**config.mk**
```make
export PLATFORM = sky130hd
export DESIGN_NAME = rot_bus_arbiter
export DESIGN_NICKNAME = d
export VERILOG_FILES = /design/src/rtl/arb_pkg.sv /design/src/rtl/arb_rr_pick.sv /design/src/rtl/arb_hold_timer.sv /design/src/rtl/rot_bus_arbiter.sv
export SDC_FILE = /design/constraint.sdc
export NUM_CORES = 1
export LEC_CHECK = 0
export CAP_MARGIN = 10
export CORE_MARGIN = 2
export CORE_UTILIZATION = 42
export CTS_CLUSTER_DIAMETER = 60
export DETAILED_ROUTE_END_ITERATION = 8
export DONT_BUFFER_PORTS = 1
export PLACE_DENSITY = 0.58
export SLEW_MARGIN = 15
export SYNTH_ARGS = -nofsm -noshare
export SYNTH_HDL_FRONTEND = slang
export SYNTH_SLANG_ARGS = --single-unit
```
**constraint.sdc**
```tcl
create_clock -name clk -period 2.3 [get_ports clk]
set_input_delay 0.23 -clock clk [delete_from_list [all_inputs] [get_ports clk]]
set_output_delay 0.23 -clock clk [all_outputs]
set_load 0.05 [all_outputs]
```
**src/rtl/arb_pkg.sv**
```systemverilog
package arb_pkg;

    typedef enum logic [1:0] {
        ST_IDLE  = 2'd0,
        ST_GRANT = 2'd1,
        ST_PARK  = 2'd2
    } arb_state_e;

endpackage

```
**src/rtl/arb_rr_pick.sv**
```systemverilog
// Round-robin selector: the first set request after position last, wrapping.
module arb_rr_pick #(
    parameter int W  = 3,
    parameter int IW = 2
) (
    input  logic [W-1:0]  req,
    input  logic [IW-1:0] last,
    output logic          any,
    output logic [IW-1:0] idx
);

    always_comb begin
        any = 1'b0;
        idx = '0;
        for (int k = 1; k <= W; k++) begin
            int j;
            j = (int'(last) + k) % W;
            if (!any && req[j]) begin
                any = 1'b1;
                idx = IW'(j);
            end
        end
    end

endmodule

```
**src/rtl/arb_hold_timer.sv**
```systemverilog
// Counts clocks while run is high; expired marks the LIMIT-th such clock.
module arb_hold_timer #(
    parameter int LIMIT = 64
) (
    input  logic clk,
    input  logic rst_n,
    input  logic run,
    output logic expired
);

    localparam int CW = (LIMIT > 1) ? $clog2(LIMIT + 1) : 1;
    localparam logic [CW-1:0] LAST = CW'(LIMIT - 1);

    logic [CW-1:0] cnt_d, cnt_q;

    always_comb begin
        cnt_d = cnt_q;
        if (!run) begin
            cnt_d = '0;
        end else if (cnt_q != LAST) begin
            cnt_d = cnt_q + 1'b1;
        end
    end

    always_ff @(posedge clk or negedge rst_n) begin
        if (!rst_n) begin
            cnt_q <= '0;
        end else begin
            cnt_q <= cnt_d;
        end
    end

    assign expired = run && (cnt_q == LAST);

endmodule

```
**src/rtl/rot_bus_arbiter.sv**
```systemverilog
module rot_bus_arbiter
    import arb_pkg::*;
#(
    parameter int N_DMA       = 2,
    parameter int N_MST       = 2,
    parameter int REL_TIMEOUT = 64
) (
    input  logic             clk,
    input  logic             rst_n,
    input  logic [N_DMA-1:0] dma_req,
    output logic [N_DMA-1:0] dma_gnt,
    input  logic             rfsh_req,
    output logic             rfsh_gnt,
    input  logic [N_MST-1:0] mst_req,
    output logic [N_MST-1:0] mst_gnt,
    input  logic             cpu_req,
    output logic             cpu_gnt,
    output logic             preempt,
    output logic [N_MST-1:0] mst_reset
);

    // Flat requester numbering: DMA 0..N_DMA-1, refresh, masters, CPU last.
    localparam int WA     = N_DMA + 1;
    localparam int WB     = N_MST + 1;
    localparam int NREQ   = WA + WB;
    localparam int IW     = $clog2(NREQ);
    localparam int AW     = (WA > 1) ? $clog2(WA) : 1;
    localparam int BW     = (WB > 1) ? $clog2(WB) : 1;
    localparam int MW     = (N_MST > 1) ? $clog2(N_MST) : 1;
    localparam int CPU_IX = NREQ - 1;

    typedef struct packed {
        arb_state_e       state;
        logic [IW-1:0]    owner;
        logic             turn_b;
        logic [AW-1:0]    last_a;
        logic [BW-1:0]    last_b;
        logic             preempt;
        logic [N_MST-1:0] mrst;
    } ctl_t;

    ctl_t ctl_d, ctl_q;

    logic [NREQ-1:0] req_all;
    logic [NREQ-1:0] gnt_all;
    logic [NREQ-1:0] own_oh;
    logic [WB-1:0]   req_b;
    logic            a_any, b_any, take_b;
    logic [AW-1:0]   a_idx;
    logic [BW-1:0]   b_idx;
    logic            owner_req, others_pending, owner_is_mst;
    logic [MW-1:0]   mst_ix;
    logic            tmr_run, tmr_expired;

    assign req_all = {cpu_req, mst_req, rfsh_req, dma_req};
    // A master under forced reset sits out this round.
    assign req_b   = {cpu_req, mst_req & ~ctl_q.mrst};

    arb_rr_pick #(.W(WA), .IW(AW)) u_pick_fast (
        .req  (req_all[WA-1:0]),
        .last (ctl_q.last_a),
        .any  (a_any),
        .idx  (a_idx)
    );

    arb_rr_pick #(.W(WB), .IW(BW)) u_pick_slow (
        .req  (req_b),
        .last (ctl_q.last_b),
        .any  (b_any),
        .idx  (b_idx)
    );

    assign take_b = b_any && (ctl_q.turn_b || !a_any);

    assign tmr_run = (ctl_q.state == ST_GRANT) && ctl_q.preempt;

    arb_hold_timer #(.LIMIT(REL_TIMEOUT)) u_timer (
        .clk     (clk),
        .rst_n   (rst_n),
        .run     (tmr_run),
        .expired (tmr_expired)
    );

    always_comb begin
        own_oh = '0;
        own_oh[ctl_q.owner] = 1'b1;
    end

    assign owner_req      = |(req_all & own_oh);
    assign others_pending = |(req_all & ~own_oh);
    assign owner_is_mst   = (ctl_q.owner >= IW'(WA)) && (ctl_q.owner < IW'(CPU_IX));
    assign mst_ix         = MW'(ctl_q.owner - IW'(WA));

    always_comb begin
        ctl_d      = ctl_q;
        ctl_d.mrst = '0;
        unique case (ctl_q.state)
            ST_IDLE: begin
                ctl_d.preempt = 1'b0;
                if (a_any || b_any) begin
                    ctl_d.state = ST_GRANT;
                    if (take_b) begin
                        ctl_d.owner  = IW'(WA) + IW'(b_idx);
                        ctl_d.last_b = b_idx;
                        ctl_d.turn_b = 1'b0;
                    end else begin
                        ctl_d.owner  = IW'(a_idx);
                        ctl_d.last_a = a_idx;
                        ctl_d.turn_b = 1'b1;
                    end
                end else begin
                    ctl_d.state = ST_PARK;
                end
            end
            ST_PARK: begin
                if (cpu_req) begin
                    ctl_d.state  = ST_GRANT;
                    ctl_d.owner  = IW'(CPU_IX);
                    ctl_d.last_b = BW'(WB - 1);
                    ctl_d.turn_b = 1'b0;
                end else if (|req_all) begin
                    ctl_d.state = ST_IDLE;
                end
            end
            ST_GRANT: begin
                if (!owner_req) begin
                    ctl_d.state   = ST_IDLE;
                    ctl_d.preempt = 1'b0;
                end else if (tmr_expired && owner_is_mst) begin
                    ctl_d.state        = ST_IDLE;
                    ctl_d.preempt      = 1'b0;
                    ctl_d.mrst[mst_ix] = 1'b1;
                end else begin
                    ctl_d.preempt = ctl_q.preempt | others_pending;
                end
            end
            default: begin
                ctl_d.state   = ST_IDLE;
                ctl_d.preempt = 1'b0;
            end
        endcase
    end

    always_ff @(posedge clk or negedge rst_n) begin
        if (!rst_n) begin
            ctl_q.state   <= ST_IDLE;
            ctl_q.owner   <= '0;
            ctl_q.turn_b  <= 1'b0;
            ctl_q.last_a  <= AW'(WA - 1);
            ctl_q.last_b  <= BW'(WB - 1);
            ctl_q.preempt <= 1'b0;
            ctl_q.mrst    <= '0;
        end else begin
            ctl_q <= ctl_d;
        end
    end

    always_comb begin
        gnt_all = '0;
        if (ctl_q.state == ST_GRANT) begin
            gnt_all = own_oh;
        end else if (ctl_q.state == ST_PARK) begin
            gnt_all[CPU_IX] = 1'b1;
        end
    end

    assign dma_gnt   = gnt_all[N_DMA-1:0];
    assign rfsh_gnt  = gnt_all[N_DMA];
    assign mst_gnt   = gnt_all[CPU_IX-1:WA];
    assign cpu_gnt   = gnt_all[CPU_IX];
    assign preempt   = ctl_q.preempt;
    assign mst_reset = ctl_q.mrst;

endmodule

```
==> results.json, run 1 <==
{
  "hpwl_mm": 3.12,
  "antenna_left": 0,
  "hp-class": "in2reg",
  "grt_setup_unrepaired": "true",
  "final_period_minus_worst_setup_slack_ns": 2.32,
  "floorplan.die.width_um": 66.2,
  "post-synth-top-area-cell": "dfrtp_1",
  "vias": 1513,
  "critical_path_peak_fanout": 4,
  "drt_iter0_drc": 66,
  "fillCellCount": 346,
  "grt_antenna_before_repair": 0,
  "grt_first_pass_wirelength_mm": 6.79,
  "placedInstanceArea_sq_um": 1810,
  "ir_worst_vdd_mv": 0.719,
  "outcome": "complete, but fails checks",
  "timing.critical_path.to_type": "flip-flop",
  "synthesis.instances": 192,
  "synthFlopType": "dfrtp_1",
  "clkLatencyLatePin_ns": 0.26,
  "globalRouteTotalUtil": 0.199,
  "slew_margin_rel": 0.346,
  "crit_required_ns": 2.50,
  "p_total_mw": 3.09,
  "worst-endpoint-arrival_ns": 2.51,
  "clock.fmax_ghz": 0.432,
  "ys_top_cells_by_area": "dfrtp_1 28%, ha_1 7.7%, mux2i_1 4.9%",
  "finalClockSkew_ns": 0.00735,
  "violations_in_the_final_reports": "negative setup slack",
  "ioPinCount": 17,
  "worstSetupPathType": "reg2reg",
  "core.rowCount": 22,
  "cts.sinks": 20,
  "netlist_top_cells_count": "18 x dfrtp_1, 18 x nor2_1, 15 x inv_1, 14 x a21oi_1, 14 x nand2_1",
  "synthesis.yosys.warnings": 0,
  "register_bit_total_from_synthesis": 20,
  "worst_setup_hold_path_clk_slew_ns": 0.08,
  "post-route-cell-area_sq_um": 2000,
  "mappedNetlistArea_sq_um": 1630,
  "fin_worst_hold_slack_ns": 0.156,
  "num-nets-final": 233,
  "fin_crit_sh": 1.01,
  "powerDensity_nw_per_um2": 1550,
  "hold_viol": 0,
  "yosys.cell_types.count": 49,
  "seq_area_frac_synth": 0.309,
  "dp.cells": 254,
  "synth_nets": 210,
  "grt_overflow_total": 0,
  "critPathSlowestCell": "dfstp_2",
  "finalWeightedCongestion": 0.938,
  "max-cap-violations": 0,
  "setup_slack_ns": -0.0155,
  "grt_start_max_net_pins": 21,
  "critical-path-top-delay-family": "compound AO/OA/AOI/OAI gates",
  "cts-htree-levels": 1,
  "tritoncts": "done",
  "cts-buffers-inserted": 3,
  "timing.final.setup_violations": 2,
  "routed_wirelength_mm": 4.27,
  "maximum_buffer_depth_of_the_clock_tree": 2,
  "area_delta_synth_final_pct": 22.9,
  "cp_slowest_stage_delay_ns": 0.60,
  "synth-async-reset-ratio": 1.00,
  "worst_slew_pin_slew_ns": 0.977,
  "root_buffer": "clkbuf_8",
  "firstDrtPassIters": 4,
  "multi_input_area_sq_um": 1140,
  "insertedDiodeCount": 0,
  "critical_path.cell_chain": "ha_4, a21bo_2, a32oi_2, a22oi_4, a21oi_1, ha_1, mux2_2, o21ai_2",
  "post-route-drc-count": 0,
  "avgSynthCellArea_sq_um": 8.47,
  "avgViaCountPerCell": 5.77,
  "post_layout_cell_count": 262,
  "number_of_global_route_vias_before_repair": 1506,
  "die_area_sq_um": 4390,
  "post_synth_edffs": 0,
  "seq_area_sq_um": 504,
  "worst-path-buf-inv": 0,
  "drive_above_1_share": 0.252,
  "p_leak_nw": 0.873,
  "die_y_um": 66.2,
  "report.final.slew_viol_count": 0,
  "finalCoreUtilization": 0.542,
  "placeable_core_region_sq_um": 3690,
  "yosys_top_cell_area_share": 0.277,
  "critical_path.startpoint_type": "flip-flop",
  "place.port_buffers": 0,
  "wl_per_cell_um": 16.3,
  "floorplan.initialDensity": 0.441
}
==> timing repair <==
| action | 4_1_cts | 5_1_grt |
|---|---|---|
| endpoints found under the hold margin | 20 | 0 |
| setup endpoints to repair | 4 | 7 |
| resized for setup | 7 | 15 |
| hold buffers | 1 | 0 |
| pin swaps | 3 | 4 |
| setup buffers | 0 | 3 |
==> flip-flops by register name, summed over array words and instances, names as in the netlist <==
register       count
preempt            1
u_timer.cnt_q      7
ctl_q             10
mst_reset          2
==> layer usage <==
| layer | share of wire | vias to the layer above | GRT usage |
|---|---|---|---|
| li1 | - | 740 | - |
| met3 | 0.043 | 2 | 0.0307 |
| met5 | 0 | - | 0 |
| met1 | 0.46 | 731 | 0.263 |
| met4 | 0.0030 | 0 | 0.0306 |
| met2 | 0.50 | 40 | 0.348 |
==> power by group <==
group | total, mW | switching, mW | internal [mW] | leakage, nW
registers | 0.595 | 0.130 | 0.465 | 0.255
logic | 2.23 | 1.21 | 1.01 | 0.589
clock network | 0.273 | 0.120 | 0.152 | 0.0288
total | 3.09 | 1.46 | 1.63 | 0.873
==> final timing paths <==
path,start,to,slack (ns),cells after the start
worst max-delay path,ctl_q[4],ctl_q[9],-0.02,8
worst min register to register,u_timer.cnt_q[1],u_timer.cnt_q[1],0.56,2
worst max register to register,ctl_q[4],ctl_q[9],-0.02,8
worst min-delay path,rfsh_req,ctl_q[6],0.16,2
max in group asynchronous,rst_n,ctl_q[5],1.08,1
min in group asynchronous,rst_n,ctl_q[12],0.57,1
==> layout make-up <==
class,count,area share
well taps,48,0.0300
clock buffers,4,0.0275
multi-input cells,152,0.571
repair buffers,23,0.0914
inverters,15,0.0282
flip-flops and latches,20,0.252
==> cells in the final DEF (no fill, tap or decap), drive strengths merged, types with 2 or more instances in the layout <==
cell type  instances
mux2i              8
dfstp              2
a31oi              3
nand3              5
nor2b              4
clkbuf             4
dfrtp             18
nand2b             8
o21a               2
nor3               7
or3                2
o21ai             11
o22ai              3
nand3b             8
ha                10
nand4              3
nand2             14
buf               22
mux2               2
a21oi             14
or2                2
a32oi              3
inv               15
nor2              18
xor2               3
a211o              2
and3               2
==> logic make-up (layout without fill, tap and decap cells) <==
| group | count (synthesis) | count (layout) | share of synthesized area |
|---|---|---|---|
| AND/OR/NAND/NOR | 78 | 78 | 0.255 |
| AO/OA/AOI/OAI | 51 | 51 | 0.227 |
| flip-flops | 20 | 20 | 0.309 |
| buffers and inverters | 20 | 42 | 0.0508 |
| adder cells (fa/ha/maj) | 10 | 10 | 0.0769 |
| multiplexers | 10 | 10 | 0.0654 |
| XOR/XNOR | 3 | 3 | 0.0162 |
==> through the flow <==
| stage | setup slack (ns) | TNS [ns] |
|---|---|---|
| 3_5_place_dp | -0.112 | -0.196 |
| 5_1_grt | -0.100 | -0.266 |
| 3_3_place_gp | 0.0288 | 0 |
| 2_1_floorplan | 0.000407 | 0 |
| 4_1_cts | 0.00961 | 0 |
| 6_report | -0.0155 | -0.0199 |
No activity file was read; power rests on OpenSTA's default activity.
==> run 2, diff against run 1 <==
- CORE_UTILIZATION: 42 -> 57
- PLACE_DENSITY: 0.58 -> 0.74
==> results.json, run 2 (same netlist as run 1, synthesis figures left out) <==
{
  "floorplan.die.width_um": 57.4,
  "grt_start_max_net_pins": 21,
  "place.port_buffers": 0,
  "r2r_cells": 9,
  "worst-path-buf-inv": 2,
  "ioPinCount": 17,
  "post-route-drc-count": 0,
  "critical-path-top-delay-family": "flip-flops",
  "placedInstanceArea_sq_um": 1790,
  "timing.hold.worst_path_depth": 2,
  "largest_register_ffs": 10,
  "grt_overflow_total": 0,
  "drt-met1-wl_mm": 1.79,
  "num-nets-final": 235,
  "area_delta_synth_final_pct": 20.8,
  "setup_total_negative_slack_ns": 0,
  "tritoncts": "done",
  "timing.critical_path.to_type": "flip-flop",
  "cts-buffers-inserted": 3,
  "root_buffer": "clkbuf_4",
  "grt_antenna_before_repair": 0,
  "outcome": "completed",
  "final_period_minus_worst_setup_slack_ns": 2.26,
  "critical_path.startpoint_type": "flip-flop",
  "placeable_core_region_sq_um": 2730,
  "hpwl_mm": 2.92,
  "cp_slowest_stage_delay_ns": 0.60,
  "mostFrequentLayoutCells": "23 x buf_4, 17 x nor2_1, 17 x dfrtp_1",
  "grt_first_pass_wirelength_mm": 6.66,
  "worst-endpoint-arrival_ns": 2.49,
  "cts-htree-levels": 1,
  "max-cap-violations": 0,
  "firstDrtPassIters": 5,
  "fin_worst_hold_slack_ns": 0.0466,
  "grt_setup_unrepaired": "false",
  "antenna_left": 0,
  "avgViaCountPerCell": 6.33,
  "hold_viol": 0,
  "worst_setup_hold_path_clk_slew_ns": 0.14,
  "powerDensity_nw_per_um2": 1560,
  "slew_margin_rel": 0.335,
  "worstSetupPathType": "reg2reg",
  "floorplan.initialDensity": 0.595,
  "timing.critical_path.depth": 9,
  "drive_above_1_share": 0.259,
  "globalRouteTotalUtil": 0.256,
  "layout.cells.most_common": "buf_4",
  "met2_length_mm": 2.15,
  "maximum_buffer_depth_of_the_clock_tree": 2,
  "worst_slew_pin_slew_ns": 0.994,
  "routed_wirelength_mm": 4.25,
  "cts.sinks": 20,
  "critical_path_peak_fanout": 5,
  "clkLatencyLatePin_ns": 0.32,
  "hp-class": "in2reg",
  "timing.final.setup_violations": 0,
  "wl_per_cell_um": 17.2,
  "finalWeightedCongestion": 0.889,
  "maxUsedRoutingLayer": "met4",
  "fin_crit_sh": 0.983,
  "ir_worst_vdd_mv": 1.37,
  "p_leak_nw": 0.869,
  "top_register": "ctl_q",
  "finalClockSkew_ns": 0.00471,
  "number_of_global_route_vias_before_repair": 1487,
  "vias": 1564,
  "critPathSlowestCell": "dfstp_2",
  "critical_path.cell_chain": "ha_4, buf_4, nor2_4, nand2_2, a22oi_4, buf_6, nand2_1, a211o_1, mux2_4",
  "core.rowCount": 19,
  "post-route-cell-area_sq_um": 1970,
  "die_area_sq_um": 3300,
  "drt_iter0_drc": 135,
  "insertedDiodeCount": 0,
  "crit_required_ns": 2.53,
  "die_y_um": 57.4,
  "routed-wl-met3_um": 250,
  "report.final.slew_viol_count": 0,
  "clock.fmax_ghz": 0.442
}
-- run 2: worst register-to-register path, cell delays in order, from the launching register on --
cell and delay (ns):
dfstp_2 0.60, ha_4 0.22, buf_4 0.16, nor2_4 0.08, nand2_2 0.08, a22oi_4 0.23
buf_6 0.15, nand2_1 0.05, a211o_1 0.30, mux2_4 0.30
-- run 2: cell type report --
class	instances	area, sq um
multi-input cells	152	1120
flip-flops and latches	20	504
fillers	191	768
clock buffers	3	22.5
repair buffers	25	194
clock inverters	1	30.0
well taps	31	38.8
inverters	15	56.3
-- run 2: repair_timing --
action / CTS / global route
resized for setup: 2 / 17
pin swaps: 2 / 7
setup buffers: 1 / 4
endpoints found under the hold margin: 20 / 0
hold buffers: 1 / 0
endpoints found under the setup margin: 2 / 7
-- run 2: per-stage QoR --
step / utilization / cells / setup slack (ns) / total power, mW
detailed placement: 0.654 / 237 / -0.0750 / 2.45
CTS: 0.684 / 243 / -0.0138 / 2.81
finish: 0.719 / 247 / 0.0400 / 3.07
global route: 0.719 / 247 / 0.00963 / 3.26
global placement: 0.654 / 237 / 0.0175 / 2.38
floorplan: - / 192 / 0.000407 / 1.92
-- run 2: final timing paths --
check,startpoint,to,slack [ns]
max in group asynchronous,rst_n,ctl_q[5],1.14
min reg2reg,u_timer.cnt_q[5],u_timer.cnt_q[5],0.57
min,rfsh_req,ctl_q[6],0.05
min in group asynchronous,rst_n,ctl_q[12],0.50
max,ctl_q[4],ctl_q[5],0.04
max reg2reg,ctl_q[4],ctl_q[5],0.04
-- run 2: report_power, final --
part           leakage [nW]  internal [mW]  switching (mW)
combinational         0.586          0.989            1.18
sequential            0.255          0.464           0.134
clock                0.0279          0.176           0.133
-- run 2: metal layers --
layer / track usage / vias to the layer above
met5: 0 / -
met4: 0.0831 / 0
met3: 0.0317 / 8
li1: - / 741
met2: 0.424 / 71
met1: 0.346 / 744
==> run 3, diff against run 2 <==
- MAX_ROUTING_LAYER: default -> met4
==> results.json, run 3 (same netlist as run 1, synthesis figures left out) <==
{
  "outcome": "completed",
  "core.rowCount": 19,
  "die_area_sq_um": 3300,
  "critical_path.startpoint_type": "flip-flop",
  "ir_worst_vdd_mv": 1.37,
  "number_of_global_route_vias_before_repair": 1484,
  "worst_slew_pin_slew_ns": 0.988,
  "fin_crit_sh": 0.982,
  "p_leak_nw": 0.869,
  "worst_setup_hold_path_clk_slew_ns": 0.14,
  "layout.cells.most_common": "buf_4",
  "post-route-drc-count": 0,
  "grt_setup_unrepaired": "false",
  "antenna_left": 0,
  "maximum_buffer_depth_of_the_clock_tree": 2,
  "grt_use_met2": 0.424,
  "global_route.peak_usage_layer": "met2",
  "placeable_core_region_sq_um": 2730,
  "drt_iter0_drc": 140,
  "max-cap-violations": 0,
  "area_delta_synth_final_pct": 20.8,
  "grt_first_pass_wirelength_mm": 6.66,
  "largest_register_ffs": 10,
  "die_y_um": 57.4,
  "vias": 1571,
  "timing.reg2reg.setup_slack_ns": 0.04,
  "r2r_cells": 9,
  "report.final.slew_viol_count": 0,
  "hp-class": "in2reg",
  "num-nets-final": 235,
  "slew_margin_rel": 0.339,
  "setup_slack_ns": 0.0405,
  "tritoncts": "done",
  "post-route-cell-area_sq_um": 1970,
  "firstDrtPassIters": 4,
  "cts-htree-levels": 1,
  "grt_util_met1": 0.346,
  "floorplan.initialDensity": 0.595,
  "cts.sinks": 20,
  "ioPinCount": 17,
  "grt_overflow_total": 0,
  "hold_viol": 0,
  "finalClockSkew_ns": 0.00439,
  "preCtsSetupSlack_ns": -0.0750,
  "place.port_buffers": 0,
  "use_met3": 0.0317,
  "worstSetupPathType": "reg2reg",
  "crit_required_ns": 2.53,
  "top_register": "ctl_q",
  "root_buffer": "clkbuf_4",
  "powerDensity_nw_per_um2": 1570,
  "finalWeightedCongestion": 0.903,
  "floorplan.die.width_um": 57.4,
  "dp.cells": 237,
  "wl_per_cell_um": 17.3,
  "grt_start_max_net_pins": 21,
  "clkLatencyLatePin_ns": 0.32,
  "worstReg2RegStart": "ctl_q[4]",
  "hpwl_mm": 2.92,
  "worst_r2r_endpoint": "ctl_q[5]",
  "avgViaCountPerCell": 6.36,
  "routed_wirelength_mm": 4.26,
  "final_period_minus_worst_setup_slack_ns": 2.26,
  "globalRouteTotalUtil": 0.263,
  "fin_worst_hold_slack_ns": 0.0452,
  "clock.fmax_ghz": 0.443,
  "timing.critical_path.to_type": "flip-flop",
  "timing.final.setup_violations": 0,
  "fillCellCount": 191,
  "grt_antenna_before_repair": 0,
  "worst-endpoint-arrival_ns": 2.49,
  "cts-buffers-inserted": 3,
  "critical_path.endpoint": "ctl_q[5]",
  "drive_above_1_share": 0.259,
  "mostFrequentLayoutCells": "23 x buf_4, 17 x nor2_1, 17 x dfrtp_1",
  "placedInstanceArea_sq_um": 1790,
  "critical_path_peak_fanout": 5,
  "insertedDiodeCount": 0,
  "post_layout_cell_count": 247,
  "worstSetupStartpoint": "ctl_q[4]"
}
[run 3: cell counts in the layout (fill, tap and decap cells not counted)]
Identical to the previous run, type by type.
[run 3: worst min path at each step]
| stage | slack [ns] | startpoint | endpoint | cells after the start |
|---|---|---|---|---|
| 2_1_floorplan | -0.07 | rst_n | ctl_q[10] | 0 |
| 3_3_place_gp | -0.06 | rst_n | ctl_q[12] | 0 |
| 3_5_place_dp | -0.06 | rst_n | ctl_q[12] | 0 |
| 4_1_cts | 0.04 | rfsh_req | ctl_q[6] | 2 |
| 5_1_grt | 0.04 | rfsh_req | ctl_q[6] | 2 |
| 6_report | 0.05 | rfsh_req | ctl_q[6] | 2 |
[run 3: what timing repair did]
action / in CTS / in global routing
resized for setup: 2 / 17
endpoints found under the hold margin: 20 / 0
setup endpoints to repair: 2 / 7
setup buffers: 1 / 4
cloned: 0 / 0
hold buffers: 1 / 0
pin swaps: 2 / 7
[run 3: per-stage QoR]
| step | total power, mW | TNS [ns] | utilization |
|---|---|---|---|
| final | 3.08 | 0 | 0.719 |
| after CTS | 2.81 | -0.0138 | 0.684 |
| after detailed placement | 2.45 | -0.0889 | 0.654 |
| after floorplan | 1.92 | 0 | - |
| after global routing | 3.26 | 0 | 0.719 |
| after global placement | 2.38 | 0 | 0.654 |
[run 3: cell type report]
cell class                      count  area (sq um)  area share
Multi-Input combinational cell    152          1120       0.570
Sequential cell                    20           504       0.257
Timing Repair Buffer               25           194      0.0987
Inverter                           15          56.3      0.0286
Tap cell                           31          38.8      0.0197
Clock inverter                      1          30.0      0.0153
Clock buffer                        3          22.5      0.0115
[run 3: layer usage]
metal	routed length, um	share of wire
met1	1820	0.43
met2	2150	0.50
met3	232	0.054
met4	64	0.015
met5	0	0
[run 3: where the power goes]
| group | internal, mW | switching (mW) |
|---|---|---|
| clock | 0.176 | 0.134 |
| combinational | 0.989 | 1.18 |
| sequential | 0.464 | 0.134 |
[run 3: critical path, stage by stage, from the launching register on]
cell	delay, ns
dfstp_2	0.60
ha_4	0.22
buf_4	0.16
nor2_4	0.08
nand2_2	0.08
a22oi_4	0.23
buf_6	0.15
nand2_1	0.05
a211o_1	0.30
mux2_4	0.30
